### config.mk
export PLATFORM = sky130hd
export DESIGN_NAME = crc_eng
export DESIGN_NICKNAME = d
export VERILOG_FILES = /design/src/rtl/crc_eng_pkg.sv /design/src/rtl/crc_eng_regs.sv /design/src/rtl/crc_eng_inord.sv /design/src/rtl/crc_eng_core.sv /design/src/rtl/crc_eng.sv
export SDC_FILE = /design/constraint.sdc
export NUM_CORES = 2
export LEC_CHECK = 0
export BUFFER_PORTS_ARGS = -buffer_cell sky130_fd_sc_hd__buf_2
export CAP_MARGIN = 25
export CORE_MARGIN = 5
export CORE_UTILIZATION = 40
export CTS_CLUSTER_DIAMETER = 150
export CTS_CLUSTER_SIZE = 10
export DETAILED_ROUTE_END_ITERATION = 6
export PLACE_DENSITY = 0.57
export SLEW_MARGIN = 15
export SYNTH_ARGS = -nofsm -noshare
export SYNTH_HDL_FRONTEND = slang
export SYNTH_SLANG_ARGS = --single-unit
### constraint.sdc
create_clock -name clk -period 41.4 [get_ports clk]
set_input_delay 4.14 -clock clk [delete_from_list [all_inputs] [get_ports clk]]
set_output_delay 4.14 -clock clk [all_outputs]
set_load 0.1 [all_outputs]
### src/rtl/crc_eng_pkg.sv
package crc_eng_pkg;

    localparam int CRC_W  = 32;
    localparam int BYTE_W = 8;
    localparam int LANES  = CRC_W / BYTE_W;

    // word addresses of the mapped registers
    localparam int unsigned IDX_DATA = 0;
    localparam int unsigned IDX_CTRL = 2;
    localparam int unsigned IDX_SEED = 4;
    localparam int unsigned IDX_POLY = 5;

    typedef enum logic [1:0] {
        ORD_PASS = 2'b00,
        ORD_BYTE = 2'b01,
        ORD_HALF = 2'b10,
        ORD_WORD = 2'b11
    } in_order_e;

    typedef struct packed {
        logic      out_mirror;
        in_order_e in_order;
    } ctrl_t;

    // Advance an MSB-first CRC by the low nbits of data, most significant first.
    function automatic logic [CRC_W-1:0] crc_advance(
        input logic [CRC_W-1:0] cur,
        input logic [CRC_W-1:0] data,
        input logic [CRC_W-1:0] poly,
        input int               nbits
    );
        logic [CRC_W-1:0] c;
        logic             fb;
        c = cur;
        for (int i = CRC_W - 1; i >= 0; i--) begin
            if (i < nbits) begin
                fb = c[CRC_W-1] ^ data[i];
                c  = {c[CRC_W-2:0], 1'b0} ^ (fb ? poly : '0);
            end
        end
        return c;
    endfunction

endpackage

### src/rtl/crc_eng_regs.sv
module crc_eng_regs
    import crc_eng_pkg::*;
#(
    parameter int               ADDR_W   = 3,
    parameter logic [CRC_W-1:0] RST_SEED = 32'hFFFF_FFFF,
    parameter logic [CRC_W-1:0] RST_POLY = 32'h04C1_1DB7
) (
    input  logic              clk,
    input  logic              rst_n,
    input  logic              wr,
    input  logic [ADDR_W-1:0] waddr,
    input  logic [CRC_W-1:0]  wdata,
    input  logic [LANES-1:0]  wstrb,
    output ctrl_t             ctrl_q,
    output logic [CRC_W-1:0]  seed_q,
    output logic [CRC_W-1:0]  poly_q,
    output logic              restart,
    output logic              feed_word,
    output logic              feed_byte
);

    localparam logic [ADDR_W-1:0] A_DATA = ADDR_W'(IDX_DATA);
    localparam logic [ADDR_W-1:0] A_CTRL = ADDR_W'(IDX_CTRL);
    localparam logic [ADDR_W-1:0] A_SEED = ADDR_W'(IDX_SEED);
    localparam logic [ADDR_W-1:0] A_POLY = ADDR_W'(IDX_POLY);

    logic             hit_data, hit_ctrl, hit_seed, hit_poly;
    logic [LANES-1:0] seed_we, poly_we;

    assign hit_data = wr && (waddr == A_DATA);
    assign hit_ctrl = wr && (waddr == A_CTRL) && wstrb[0];
    assign hit_seed = wr && (waddr == A_SEED);
    assign hit_poly = wr && (waddr == A_POLY);

    assign restart   = hit_ctrl && wdata[0];
    assign feed_word = hit_data && (wstrb == {LANES{1'b1}});
    assign feed_byte = hit_data && (wstrb == LANES'(1));

    for (genvar l = 0; l < LANES; l++) begin : g_lane_we
        assign seed_we[l] = hit_seed && wstrb[l];
        assign poly_we[l] = hit_poly && wstrb[l];
    end

    always_ff @(posedge clk) begin
        if (!rst_n) begin
            ctrl_q <= '{out_mirror: 1'b0, in_order: ORD_PASS};
        end else if (hit_ctrl) begin
            ctrl_q.out_mirror <= wdata[7];
            ctrl_q.in_order   <= in_order_e'(wdata[6:5]);
        end
    end

    always_ff @(posedge clk) begin
        if (!rst_n) begin
            seed_q <= RST_SEED;
            poly_q <= RST_POLY;
        end else begin
            for (int l = 0; l < LANES; l++) begin
                if (seed_we[l]) seed_q[l*BYTE_W +: BYTE_W] <= wdata[l*BYTE_W +: BYTE_W];
                if (poly_we[l]) poly_q[l*BYTE_W +: BYTE_W] <= wdata[l*BYTE_W +: BYTE_W];
            end
        end
    end

endmodule

### src/rtl/crc_eng_inord.sv
module crc_eng_inord
    import crc_eng_pkg::*;
(
    input  logic [CRC_W-1:0] raw,
    input  in_order_e        order,
    input  logic             is_byte,
    output logic [CRC_W-1:0] feed
);

    localparam int HALF_W = CRC_W / 2;

    logic [CRC_W-1:0] mir_byte, mir_half, mir_word;

    for (genvar b = 0; b < CRC_W; b++) begin : g_mirror
        assign mir_byte[b] = raw[(b / BYTE_W) * BYTE_W + BYTE_W - 1 - (b % BYTE_W)];
        assign mir_half[b] = raw[(b / HALF_W) * HALF_W + HALF_W - 1 - (b % HALF_W)];
        assign mir_word[b] = raw[CRC_W - 1 - b];
    end

    always_comb begin
        feed = raw;
        if (is_byte) begin
            feed = {{(CRC_W-BYTE_W){1'b0}},
                    (order == ORD_PASS) ? raw[BYTE_W-1:0] : mir_byte[BYTE_W-1:0]};
        end else begin
            unique case (order)
                ORD_PASS: feed = raw;
                ORD_BYTE: feed = mir_byte;
                ORD_HALF: feed = mir_half;
                ORD_WORD: feed = mir_word;
                default:  feed = raw;
            endcase
        end
    end

endmodule

### src/rtl/crc_eng_core.sv
module crc_eng_core
    import crc_eng_pkg::*;
#(
    parameter logic [CRC_W-1:0] RST_SEED = 32'hFFFF_FFFF
) (
    input  logic             clk,
    input  logic             rst_n,
    input  logic             restart,
    input  logic [CRC_W-1:0] seed,
    input  logic             feed_word,
    input  logic             feed_byte,
    input  logic [CRC_W-1:0] feed,
    input  logic [CRC_W-1:0] poly,
    output logic [CRC_W-1:0] crc_q
);

    logic [CRC_W-1:0] next_word, next_byte;

    assign next_word = crc_advance(crc_q, feed, poly, CRC_W);
    assign next_byte = crc_advance(crc_q, feed, poly, BYTE_W);

    always_ff @(posedge clk) begin
        if (!rst_n)          crc_q <= RST_SEED;
        else if (restart)    crc_q <= seed;
        else if (feed_word)  crc_q <= next_word;
        else if (feed_byte)  crc_q <= next_byte;
    end

endmodule

### src/rtl/crc_eng.sv
module crc_eng
    import crc_eng_pkg::*;
#(
    parameter int               ADDR_W   = 3,
    parameter logic [CRC_W-1:0] RST_SEED = 32'hFFFF_FFFF,
    parameter logic [CRC_W-1:0] RST_POLY = 32'h04C1_1DB7
) (
    input  logic              clk,
    input  logic              rst_n,
    input  logic              bus_wr,
    input  logic [ADDR_W-1:0] bus_waddr,
    input  logic [CRC_W-1:0]  bus_wdata,
    input  logic [LANES-1:0]  bus_wstrb,
    output logic [CRC_W-1:0]  bus_rdata
);

    localparam logic [ADDR_W-1:0] A_DATA = ADDR_W'(IDX_DATA);
    localparam logic [ADDR_W-1:0] A_CTRL = ADDR_W'(IDX_CTRL);
    localparam logic [ADDR_W-1:0] A_SEED = ADDR_W'(IDX_SEED);
    localparam logic [ADDR_W-1:0] A_POLY = ADDR_W'(IDX_POLY);

    ctrl_t            ctrl_q;
    logic [CRC_W-1:0] seed_q, poly_q, crc_run, feed, crc_mir, crc_out;
    logic             restart, feed_word, feed_byte;

    crc_eng_regs #(
        .ADDR_W  (ADDR_W),
        .RST_SEED(RST_SEED),
        .RST_POLY(RST_POLY)
    ) i_regs (
        .clk      (clk),
        .rst_n    (rst_n),
        .wr       (bus_wr),
        .waddr    (bus_waddr),
        .wdata    (bus_wdata),
        .wstrb    (bus_wstrb),
        .ctrl_q   (ctrl_q),
        .seed_q   (seed_q),
        .poly_q   (poly_q),
        .restart  (restart),
        .feed_word(feed_word),
        .feed_byte(feed_byte)
    );

    crc_eng_inord i_inord (
        .raw    (bus_wdata),
        .order  (ctrl_q.in_order),
        .is_byte(feed_byte),
        .feed   (feed)
    );

    crc_eng_core #(
        .RST_SEED(RST_SEED)
    ) i_core (
        .clk      (clk),
        .rst_n    (rst_n),
        .restart  (restart),
        .seed     (seed_q),
        .feed_word(feed_word),
        .feed_byte(feed_byte),
        .feed     (feed),
        .poly     (poly_q),
        .crc_q    (crc_run)
    );

    for (genvar b = 0; b < CRC_W; b++) begin : g_out_mirror
        assign crc_mir[b] = crc_run[CRC_W - 1 - b];
    end

    assign crc_out = ctrl_q.out_mirror ? crc_mir : crc_run;

    always_comb begin
        bus_rdata = '0;
        unique case (bus_waddr)
            A_DATA:  bus_rdata = crc_out;
            A_CTRL:  bus_rdata = {{(CRC_W-8){1'b0}}, ctrl_q.out_mirror, ctrl_q.in_order, 5'b0};
            A_SEED:  bus_rdata = seed_q;
            A_POLY:  bus_rdata = poly_q;
            default: bus_rdata = '0;
        endcase
    end

endmodule

==> results.toml <==
[outcome]
outcome = "complete, but fails checks"
violations = "design-rule violations"

[final_layout]
mostFrequentLayoutCell = "nand2_1"
syn2layout_area_growth_pct = 4.79
most-common-layout-cells = "1143 x nand2_1, 976 x xnor2_1, 296 x nor2_1"
finalNetCount = 4252
drive_above_1_share_pct = 9.18

[worst_setup_path]
cp_common_cell = "buf_4"
reg2reg_slack_ns = 22.55
startpoint_type = "primary input"
cp.depth = 50
path_buf_inv = 7
crit_required_ns = 41.68
cp_slowest_cell = "nor2_4"
endpoint_kind = "flop"
reg2reg_depth = 48
r2r-end = "i_core.crc_q[2]"
worstPathArrival_ns = 22.94
path_class = "in2reg"
cp_top_family = "compound AO/OA/AOI/OAI gates"
path_max_fanout = 65
critPathLaunch = "bus_waddr[2]"
rr_startpoint = "i_regs.poly_q[31]"
slowest_delay_ns = 0.89

[drt]
dr_total_vias = 31773
drc = 4
routed_wl_um = 127000
wire_per_inst_um = 24.4
first_pass_iters = 7
postRouteAntennaNets = 0
via_per_inst = 6.14
dr.first_iter.drc_count = 4140

[flow_run]
maxCapViolCount = 0

[floorplan]
rows = 99
coreArea_um2 = 72600
die_x_um = 280
pin_count = 74
die_area_um2 = 78300
die_h_um = 280
start_util_pct = 40.1

[worst_hold_path]
hold_class = "reg2reg"
whs_path_depth = 2
hp-start = "i_regs.poly_q[28]"
min_to = "i_regs.poly_q[28]"

[sta]
fin_setup_tns_ns = 0
fin_skew_ns = 0.0168
clock.fmax_mhz = 44.1
rsz0062_at_grt = "false"
setup_viol = 0
finalCriticalPeriod_ns = 22.66
drv_slew = 0
min_period_over_period_pct = 54.7
worst_pin_slew_ns = 1.05
slew_headroom_pct = 29.8
finalHoldViolCount = 0

[place]
gp_congestion = 0.953
port_buffers = 73
dp_hpwl_um = 89800

[synth]
synth_top_area_share_pct = 29.8
ys_types = 125
avgSynthCellArea_um2 = 6.58
synth_edf_count = 0
synth_cells = 4425
ys_warn_count = 0
synth_ff_type = "dfxtp_1"
ys_seq_area_share_pct = 6.81
yosys-top-cells-area = "xnor2_1 30%, nand2_1 15%, dfxtp_1 6.8%, a21oi_1 3.9%, clkbuf_1 3.9%"
synthSimpleGateAreaFrac_pct = 25.7
yosysTopAreaCell = "xnor2_1"
syn_area_um2 = 29100
yosys.area_share.adder_pct = 0
synth_top_family_by_area = "XOR/XNOR gates"
synth-seq-cells = 99
synthArstFlopShare_pct = 0
synthXorXnorAreaFrac_pct = 35.5
synth_compound_area_share_pct = 20.9
synth_mux_area_share_pct = 4.82
syn-num-nets = 4467

[clock_tree]
cts_hold_buffers = 0
clk_path_buf_depth = 2
cts_resized = 0
h-tree-depth = 3
cts_inserted_buffers = 9
clk_pin_slew_ns = 0.08
cts_tree = "yes"
insertion_delay_ns = 0.38
clkSinkCount = 99
clock-root-buffer = "clkbuf_16"
cts_setup_buffers = 0

[global_route]
grt_max_degree = 88
antenna_found_initial = 0
grt_first_pass_wirelength_um = 187000
grt_usage_pct = 30.6
grt_pass1_vias = 28936
overflow = 0
logic make-up after synthesis:
logic type,Yosys count
buffers and inverters,465
and+or+nand+nor,1789
xor gates and xnor gates,1093
AOI/OAI and AO/OA,872
muxes,107
DFF,99
how the worst max path moves through the flow:
| stage | to |
|---|---|
| 6_report | i_core.crc_q[2] |
| 5_1_grt | i_core.crc_q[2] |
| 4_1_cts | i_core.crc_q[2] |
| 3_5_place_dp | i_core.crc_q[2] |
| 3_3_place_gp | i_core.crc_q[2] |
| 2_1_floorplan | i_core.crc_q[2] |
synthesized netlist by cell type (all sizes together), types with 39 or more instances:
library cell	count
o211ai	39
xnor3	49
nand2	1146
dfxtp	99
a32oi	49
xor2	50
o22ai	78
mux2i	63
buf	128
a211oi	56
nand3	150
a21oi	225
xnor2	992
nor3	53
clkbuf	301
nor2	307
o21ai	140
per-stage QoR:
step / std cells / cell area [um^2] / hold WS [ns] / worst slack (ns) / utilization (%)
after CTS: 5170 / 30400 / 0.472 / 18.80 / 41.9
after detailed placement: 5154 / 30100 / 0.461 / 18.44 / 41.5
after global placement: 5154 / 30100 / 0.453 / 18.71 / 41.5
final: 5175 / 30500 / 0.468 / 18.74 / 42.0
after global routing: 5174 / 30500 / 0.507 / 17.73 / 42.0
after floorplan: 4425 / 29100 / 0.461 / 24.13 / -
tightest hold or removal path, delay by kind of cell (launching register included):
family	cells	cell delay, ns
AND/OR/NAND/NOR	1	0.04
AO/OA/AOI/OAI	1	0.06
flip-flops	1	0.32
metal layers:
layer  global-route usage [%]  wire length [um]  vias to the layer above
met1                     41.2             51500                    15077
met3                     5.35             12600                      350
met5                        0                 0                        -
li1                         -                 -                    14556
met2                     49.0             56400                     1790
met4                     11.8              6020                        0
registers in the layout, indices dropped and copies added (netlist names):
register / cells
i_core.crc_q: 32
i_regs.ctrl_q: 3
i_regs.poly_q: 32
i_regs.seed_q: 32
final cells by class:
class / instances / area [um^2]
multi-input cells: 3861 / 25500
well taps: 959 / 1200
repair buffers: 203 / 1360
diodes: 1 / 2.50
clock buffers: 11 / 264
inverters: 36 / 136
flip-flops and latches: 99 / 2020
fillers: 7665 / 42100
clock inverters: 5 / 50.0
Power is not shown: default switching activity piles up to over one toggle a cycle in this logic, so the estimate is an artifact.
